===== config.mk =====
export PLATFORM = sky130hd
export DESIGN_NAME = ycc2rgb555
export DESIGN_NICKNAME = d
export VERILOG_FILES = /design/src/rtl/ycc2rgb_pkg.sv /design/src/rtl/rgb555_prod_stage.sv /design/src/rtl/rgb555_round_stage.sv /design/src/rtl/rgb555_clamp_stage.sv /design/src/rtl/ycc2rgb555.sv
export SDC_FILE = /design/constraint.sdc
export NUM_CORES = 1
export LEC_CHECK = 0
export BUFFER_PORTS_ARGS = -buffer_cell sky130_fd_sc_hd__buf_2
export CAP_MARGIN = 5
export CORE_UTILIZATION = 45
export DETAILED_ROUTE_END_ITERATION = 16
export GPL_ROUTABILITY_DRIVEN = 0
export HOLD_SLACK_MARGIN = 0.02
export PLACE_DENSITY_LB_ADDON = 0.1
export SLEW_MARGIN = 20
export SYNTH_ARGS = -nofsm -noshare
export SYNTH_HDL_FRONTEND = slang
export SYNTH_HIERARCHICAL = 1
export SYNTH_SLANG_ARGS = --single-unit

===== constraint.sdc =====
create_clock -name clk -period 9 [get_ports clk]
set_input_delay 0.9 -clock clk [delete_from_list [all_inputs] [get_ports clk]]
set_output_delay 0.9 -clock clk [all_outputs]
set_load 0.02 [all_outputs]

===== src/rtl/ycc2rgb_pkg.sv =====
package ycc2rgb_pkg;
  // Fractional bits of the fixed-point constants
  localparam int FRAC_BITS = 10;
  // Colour-difference weights, each scaled by 2**FRAC_BITS
  localparam int K_R_CR = 1404;
  localparam int K_G_CB = 344;
  localparam int K_G_CR = 715;
  localparam int K_B_CB = 1774;
  // Width that holds any of the weights as a signed value
  localparam int K_WIDTH = 12;
  // Components in one pixel: 0 red, 1 green, 2 blue
  localparam int N_COMP = 3;
endpackage


===== src/rtl/rgb555_prod_stage.sv =====
// Stage 1: remove the chroma offset and form the weighted chroma terms.
module rgb555_prod_stage
  import ycc2rgb_pkg::*;
#(
  parameter int DW = 8,
  parameter int PW = DW + K_WIDTH + 2
) (
  input  logic                 clk,
  input  logic                 rst_n,
  input  logic                 en,
  input  logic [DW-1:0]        y,
  input  logic [DW-1:0]        cb,
  input  logic [DW-1:0]        cr,
  output logic [DW-1:0]        y_q,
  output logic signed [PW-1:0] prod_q [N_COMP]
);
  localparam logic signed [DW:0] OFS = {2'b01, {(DW-1){1'b0}}};
  localparam logic signed [PW-1:0] KRCR = PW'(K_R_CR);
  localparam logic signed [PW-1:0] KGCB = PW'(K_G_CB);
  localparam logic signed [PW-1:0] KGCR = PW'(K_G_CR);
  localparam logic signed [PW-1:0] KBCB = PW'(K_B_CB);

  logic signed [DW:0]   cb_s, cr_s;
  logic signed [PW-1:0] cb_w, cr_w;
  logic signed [PW-1:0] prod_d [N_COMP];

  assign cb_s = $signed({1'b0, cb}) - OFS;
  assign cr_s = $signed({1'b0, cr}) - OFS;
  assign cb_w = PW'(cb_s);
  assign cr_w = PW'(cr_s);

  assign prod_d[0] = cr_w * KRCR;
  assign prod_d[1] = -(cb_w * KGCB) - (cr_w * KGCR);
  assign prod_d[2] = cb_w * KBCB;

  always_ff @(posedge clk) begin
    if (!rst_n) begin
      y_q <= '0;
      for (int i = 0; i < N_COMP; i++) prod_q[i] <= '0;
    end else if (en) begin
      y_q <= y;
      for (int i = 0; i < N_COMP; i++) prod_q[i] <= prod_d[i];
    end
  end

  AST_GREY_NO_CHROMA: assert property (@(posedge clk) disable iff (!rst_n)
    (en && cb == OFS[DW-1:0] && cr == OFS[DW-1:0]) |=>
      (prod_q[0] == 0 && prod_q[1] == 0 && prod_q[2] == 0));
endmodule


===== src/rtl/rgb555_round_stage.sv =====
// Stage 2: add the luma, round, and scale back to integer units.
module rgb555_round_stage
  import ycc2rgb_pkg::*;
#(
  parameter int DW = 8,
  parameter int PW = DW + K_WIDTH + 2,
  parameter int SW = PW + 1 - FRAC_BITS
) (
  input  logic                 clk,
  input  logic                 rst_n,
  input  logic                 en,
  input  logic [DW-1:0]        y,
  input  logic signed [PW-1:0] prod [N_COMP],
  output logic signed [SW-1:0] sum_q [N_COMP]
);
  localparam int FW = PW + 1;
  localparam logic signed [FW-1:0] RND = FW'(1) <<< (FRAC_BITS - 1);

  logic signed [FW-1:0] y_base;
  assign y_base = FW'($signed({1'b0, y})) <<< FRAC_BITS;

  for (genvar c = 0; c < N_COMP; c++) begin : g_comp
    logic signed [FW-1:0] full;
    assign full = y_base + FW'(prod[c]) + RND;
    always_ff @(posedge clk) begin
      if (!rst_n)  sum_q[c] <= '0;
      else if (en) sum_q[c] <= SW'(full >>> FRAC_BITS);
    end
  end
endmodule


===== src/rtl/rgb555_clamp_stage.sv =====
// Stage 3: saturate to the unsigned range and keep the top output bits.
module rgb555_clamp_stage
  import ycc2rgb_pkg::*;
#(
  parameter int DW = 8,
  parameter int SW = 13,
  parameter int OW = 5
) (
  input  logic                 clk,
  input  logic                 rst_n,
  input  logic                 en,
  input  logic signed [SW-1:0] sum [N_COMP],
  output logic [OW-1:0]        comp_q [N_COMP]
);
  localparam logic signed [SW-1:0] MAXV = SW'((1 << DW) - 1);

  for (genvar c = 0; c < N_COMP; c++) begin : g_comp
    logic [OW-1:0] sat;
    always_comb begin
      if (sum[c] < 0)          sat = '0;
      else if (sum[c] > MAXV)  sat = '1;
      else                     sat = sum[c][DW-1 -: OW];
    end
    always_ff @(posedge clk) begin
      if (!rst_n)  comp_q[c] <= '0;
      else if (en) comp_q[c] <= sat;
    end

    AST_CLAMP_HIGH: assert property (@(posedge clk) disable iff (!rst_n)
      (en && sum[c] > MAXV) |=> (comp_q[c] == '1));
    AST_CLAMP_LOW: assert property (@(posedge clk) disable iff (!rst_n)
      (en && sum[c] < 0) |=> (comp_q[c] == '0));
  end
endmodule


===== src/rtl/ycc2rgb555.sv =====
module ycc2rgb555
  import ycc2rgb_pkg::*;
#(
  parameter int DW = 8,
  parameter int OW = 5
) (
  input  logic          clk,
  input  logic          rst_n,
  input  logic          in_valid,
  output logic          in_ready,
  input  logic [DW-1:0] in_y,
  input  logic [DW-1:0] in_cb,
  input  logic [DW-1:0] in_cr,
  input  logic          in_hsync,
  input  logic          in_vsync,
  output logic          out_valid,
  input  logic          out_ready,
  output logic [OW-1:0] out_r,
  output logic [OW-1:0] out_g,
  output logic [OW-1:0] out_b,
  output logic          out_hsync,
  output logic          out_vsync
);
  localparam int DEPTH = 3;
  localparam int PW = DW + K_WIDTH + 2;
  localparam int SW = PW + 1 - FRAC_BITS;

  logic adv;
  assign adv      = !out_valid || out_ready;
  assign in_ready = adv;

  // Side-band shift registers: valid, hsync, vsync travel with the data
  logic [DEPTH-1:0] v_q, hs_q, vs_q;
  always_ff @(posedge clk) begin
    if (!rst_n) begin
      v_q[0] <= 1'b0; hs_q[0] <= 1'b0; vs_q[0] <= 1'b0;
    end else if (adv) begin
      v_q[0] <= in_valid; hs_q[0] <= in_hsync; vs_q[0] <= in_vsync;
    end
  end
  for (genvar k = 1; k < DEPTH; k++) begin : g_side
    always_ff @(posedge clk) begin
      if (!rst_n) begin
        v_q[k] <= 1'b0; hs_q[k] <= 1'b0; vs_q[k] <= 1'b0;
      end else if (adv) begin
        v_q[k] <= v_q[k-1]; hs_q[k] <= hs_q[k-1]; vs_q[k] <= vs_q[k-1];
      end
    end
  end

  logic [DW-1:0]        y1;
  logic signed [PW-1:0] prod1 [N_COMP];
  logic signed [SW-1:0] sum2  [N_COMP];
  logic [OW-1:0]        comp3 [N_COMP];

  rgb555_prod_stage #(.DW(DW), .PW(PW)) u_prod (
    .clk(clk), .rst_n(rst_n), .en(adv),
    .y(in_y), .cb(in_cb), .cr(in_cr),
    .y_q(y1), .prod_q(prod1)
  );

  rgb555_round_stage #(.DW(DW), .PW(PW), .SW(SW)) u_round (
    .clk(clk), .rst_n(rst_n), .en(adv),
    .y(y1), .prod(prod1), .sum_q(sum2)
  );

  rgb555_clamp_stage #(.DW(DW), .SW(SW), .OW(OW)) u_clamp (
    .clk(clk), .rst_n(rst_n), .en(adv),
    .sum(sum2), .comp_q(comp3)
  );

  assign out_valid = v_q[DEPTH-1];
  assign out_hsync = hs_q[DEPTH-1];
  assign out_vsync = vs_q[DEPTH-1];
  assign out_r     = comp3[0];
  assign out_g     = comp3[1];
  assign out_b     = comp3[2];

  AST_STALL_HOLD: assert property (@(posedge clk) disable iff (!rst_n)
    (out_valid && !out_ready) |=>
      (out_valid && $stable(out_r) && $stable(out_g) && $stable(out_b)
       && $stable(out_hsync) && $stable(out_vsync)));
endmodule


==> Implementation_results.wiki <==
{| class="wikitable"
! Metric !! Value
|-
| Utilization of the core after routing || between 40% and 50%
|-
| Max-capacitance violation count || 0
|-
| Global-route wire length before repair || 45.1 mm
|-
| Vias per cell || 5.22
|-
| Depth of the CTS H-tree || 3
|-
| Slew at the pin closest to its max-slew limit || 784 ps
|-
| Vias in the first global route || 8875
|-
| Top fanout value on the critical path || 10
|-
| Final period utilization || slightly below 90%
|-
| Number of buffers added to fix hold violations after cts || 0
|-
| Commonest cells after routing, fill and taps aside || 223 x sky130_fd_sc_hd__inv_1, 221 x sky130_fd_sc_hd__ha_1, 108 x sky130_fd_sc_hd__fa_1
|-
| Hold crit path type || flip-flop to flip-flop
|-
| First drt pass iteration count || 5
|-
| Unrepaired setup endpoints after global routing || no
|-
| # placed instances || 1765
|-
| CP startpoint kind || primary input
|-
| Number of antenna violations at the first check in global routing || 0
|-
| Clock-pin slew on the worst setup and hold paths || 60 ps
|-
| Minimum period implied by the final worst setup slack || 7850 ps
|-
| Hold Worst Slack || ~460 ps
|-
| Total global-route track usage || 19.3%
|-
| Post-route insts no fill || 1781
|-
| Peak Freq || 0.127 GHz
|-
| DP Wirelength || 21.7 mm
|-
| Most frequent standard cell in the layout excluding fill and tap cells || sky130_fd_sc_hd__inv_1
|-
| Clock latency reported for the late side of the worst-skew pair || 340 ps
|-
| Critical path required time || 9230 ps
|-
| Num ports || 49
|-
| Total vias in the final route || 9292
|-
| Largest clock skew in the final design || 10.2 ps
|-
| Clock tree root driver cell || sky130_fd_sc_hd__clkbuf_16
|-
| Post-synthesis instance area || 12500 µm²
|-
| Run status || complete, no violations
|-
| Total global routing overflow || 0
|-
| Total count of max-transition violations in the final report || 0
|-
| Data arrival time of the worst path || 8070 ps
|-
| Total negative setup slack || 0 ps
|-
| Number of synthesis warnings || 6
|-
| Crit. End Element || flip-flop
|-
| Cell with the largest stage delay on the worst path || sky130_fd_sc_hd__fa_1
|-
| Sinks on the clock net || 99
|-
| Largest net degree at the start of global routing || 85
|-
| Die Span Y || 169 µm
|-
| Endpoints failing setup || 0
|-
| WP buf/inv || 6
|-
| Routed len/inst || 14.9 µm
|-
| Post-CTS setup-driven buffer insertion count || 0
|-
| CP top delay family || adder cells
|-
| Synthesized area per cell || 9.02 µm²
|-
| Die Width || 169 µm
|-
| TritonCTS clock tree || yes
|-
| Layout cell share with drive strength beyond 1 || between 7 and 8%
|-
| Worst relative slew slack || between 40% and 50%
|-
| Syn-to-layout area delta || 6.43%
|-
| CORE AREA || 27100 µm²
|-
| Total wirelength of the detailed-routed design || 26.5 mm
|-
| Overall die area || ~29000 µm²
|-
| Post-synthesis net count || 1748
|-
| Num CTS Buffers || 9
|-
| Detailed router's first-iteration violation count || 511
|-
| Deepest clock path buffer count || 2
|-
| Initial core utilization || 46.2%
|-
| Net total in the final layout || 1763
|-
| Number of buffers added on ports || 48
|-
| Slowest cell delay on critical path || 520 ps
|-
| # DRC || 0
|-
| Number of antenna diodes || 0
|-
| Gate count after technology mapping || 1389
|-
| Worst setup path class || primary input to flip-flop
|-
| Final antenna-violating net count || 0
|-
| Cell Rows || 60
|-
| Post-cts resize count || 0
|-
| CP most frequent cell || sky130_fd_sc_hd__fa_1
|-
| Count of final hold-check violations || 0
|}
## worst reg2reg max path: cells and delay by family (launching register included)
kind | cells | cell delay (ps)
and+or+nand+nor | 2 | 700
DFF | 1 | 310
AOI/OAI and AO/OA | 1 | 170
buffers and inverters | 3 | 2050
## routing by layer
metal | track usage (%) | share of wire [%] | vias to the layer above
li1 | - | - | 4844
met1 | 28.9 | 54 | 4334
met2 | 30.4 | 43 | 101
met3 | 1.19 | 1.7 | 13
met4 | 4.19 | 1.3 | 0
met5 | 0 | 0 | -
## stage by stage
step | cell area (µm²) | worst slack, ps
after global placement | 13000 | 866
after detailed placement | 13000 | 790
after CTS | 13300 | 1160
final | 13300 | 1150
after global routing | 13300 | 760
after floorplan | 12500 | 1260
## worst paths after layout
kind / start / to / slack, ps / depth (start not counted)
setup / recovery: in_cb[3] / u_prod/prod_q[42] / 1150 / 29
hold / removal: u_prod/prod_q[17] / u_prod/prod_q[17] / 460 / 2
setup reg to reg: out_valid / u_round/sum_q[21] / 5710 / 6
hold reg to reg: u_prod/prod_q[17] / u_prod/prod_q[17] / 460 / 2
## area by class of cell
cell class                 instances  area, µm²
sequential                        99       1980
clock inverter                     6       47.5
clock buffer                      10        239
timing repair buffer              53        280
multi-input combinational       1016       9470
inverter                         225        846
fill                            2589      13800
tap                              372        465
## flip-flops by register name, indices dropped and copies added (netlist names)
name and flops:
vs_q 2, out_valid 1, out_vsync 1, out_hsync 1
u_clamp/comp_q 15, u_prod/y_q 8, u_round/sum_q 30, hs_q 2
u_prod/prod_q 37, v_q 2
Power is left out: the tool's default activity adds up to more than one toggle a clock period on the data nets, which glitch-free logic cannot reach.
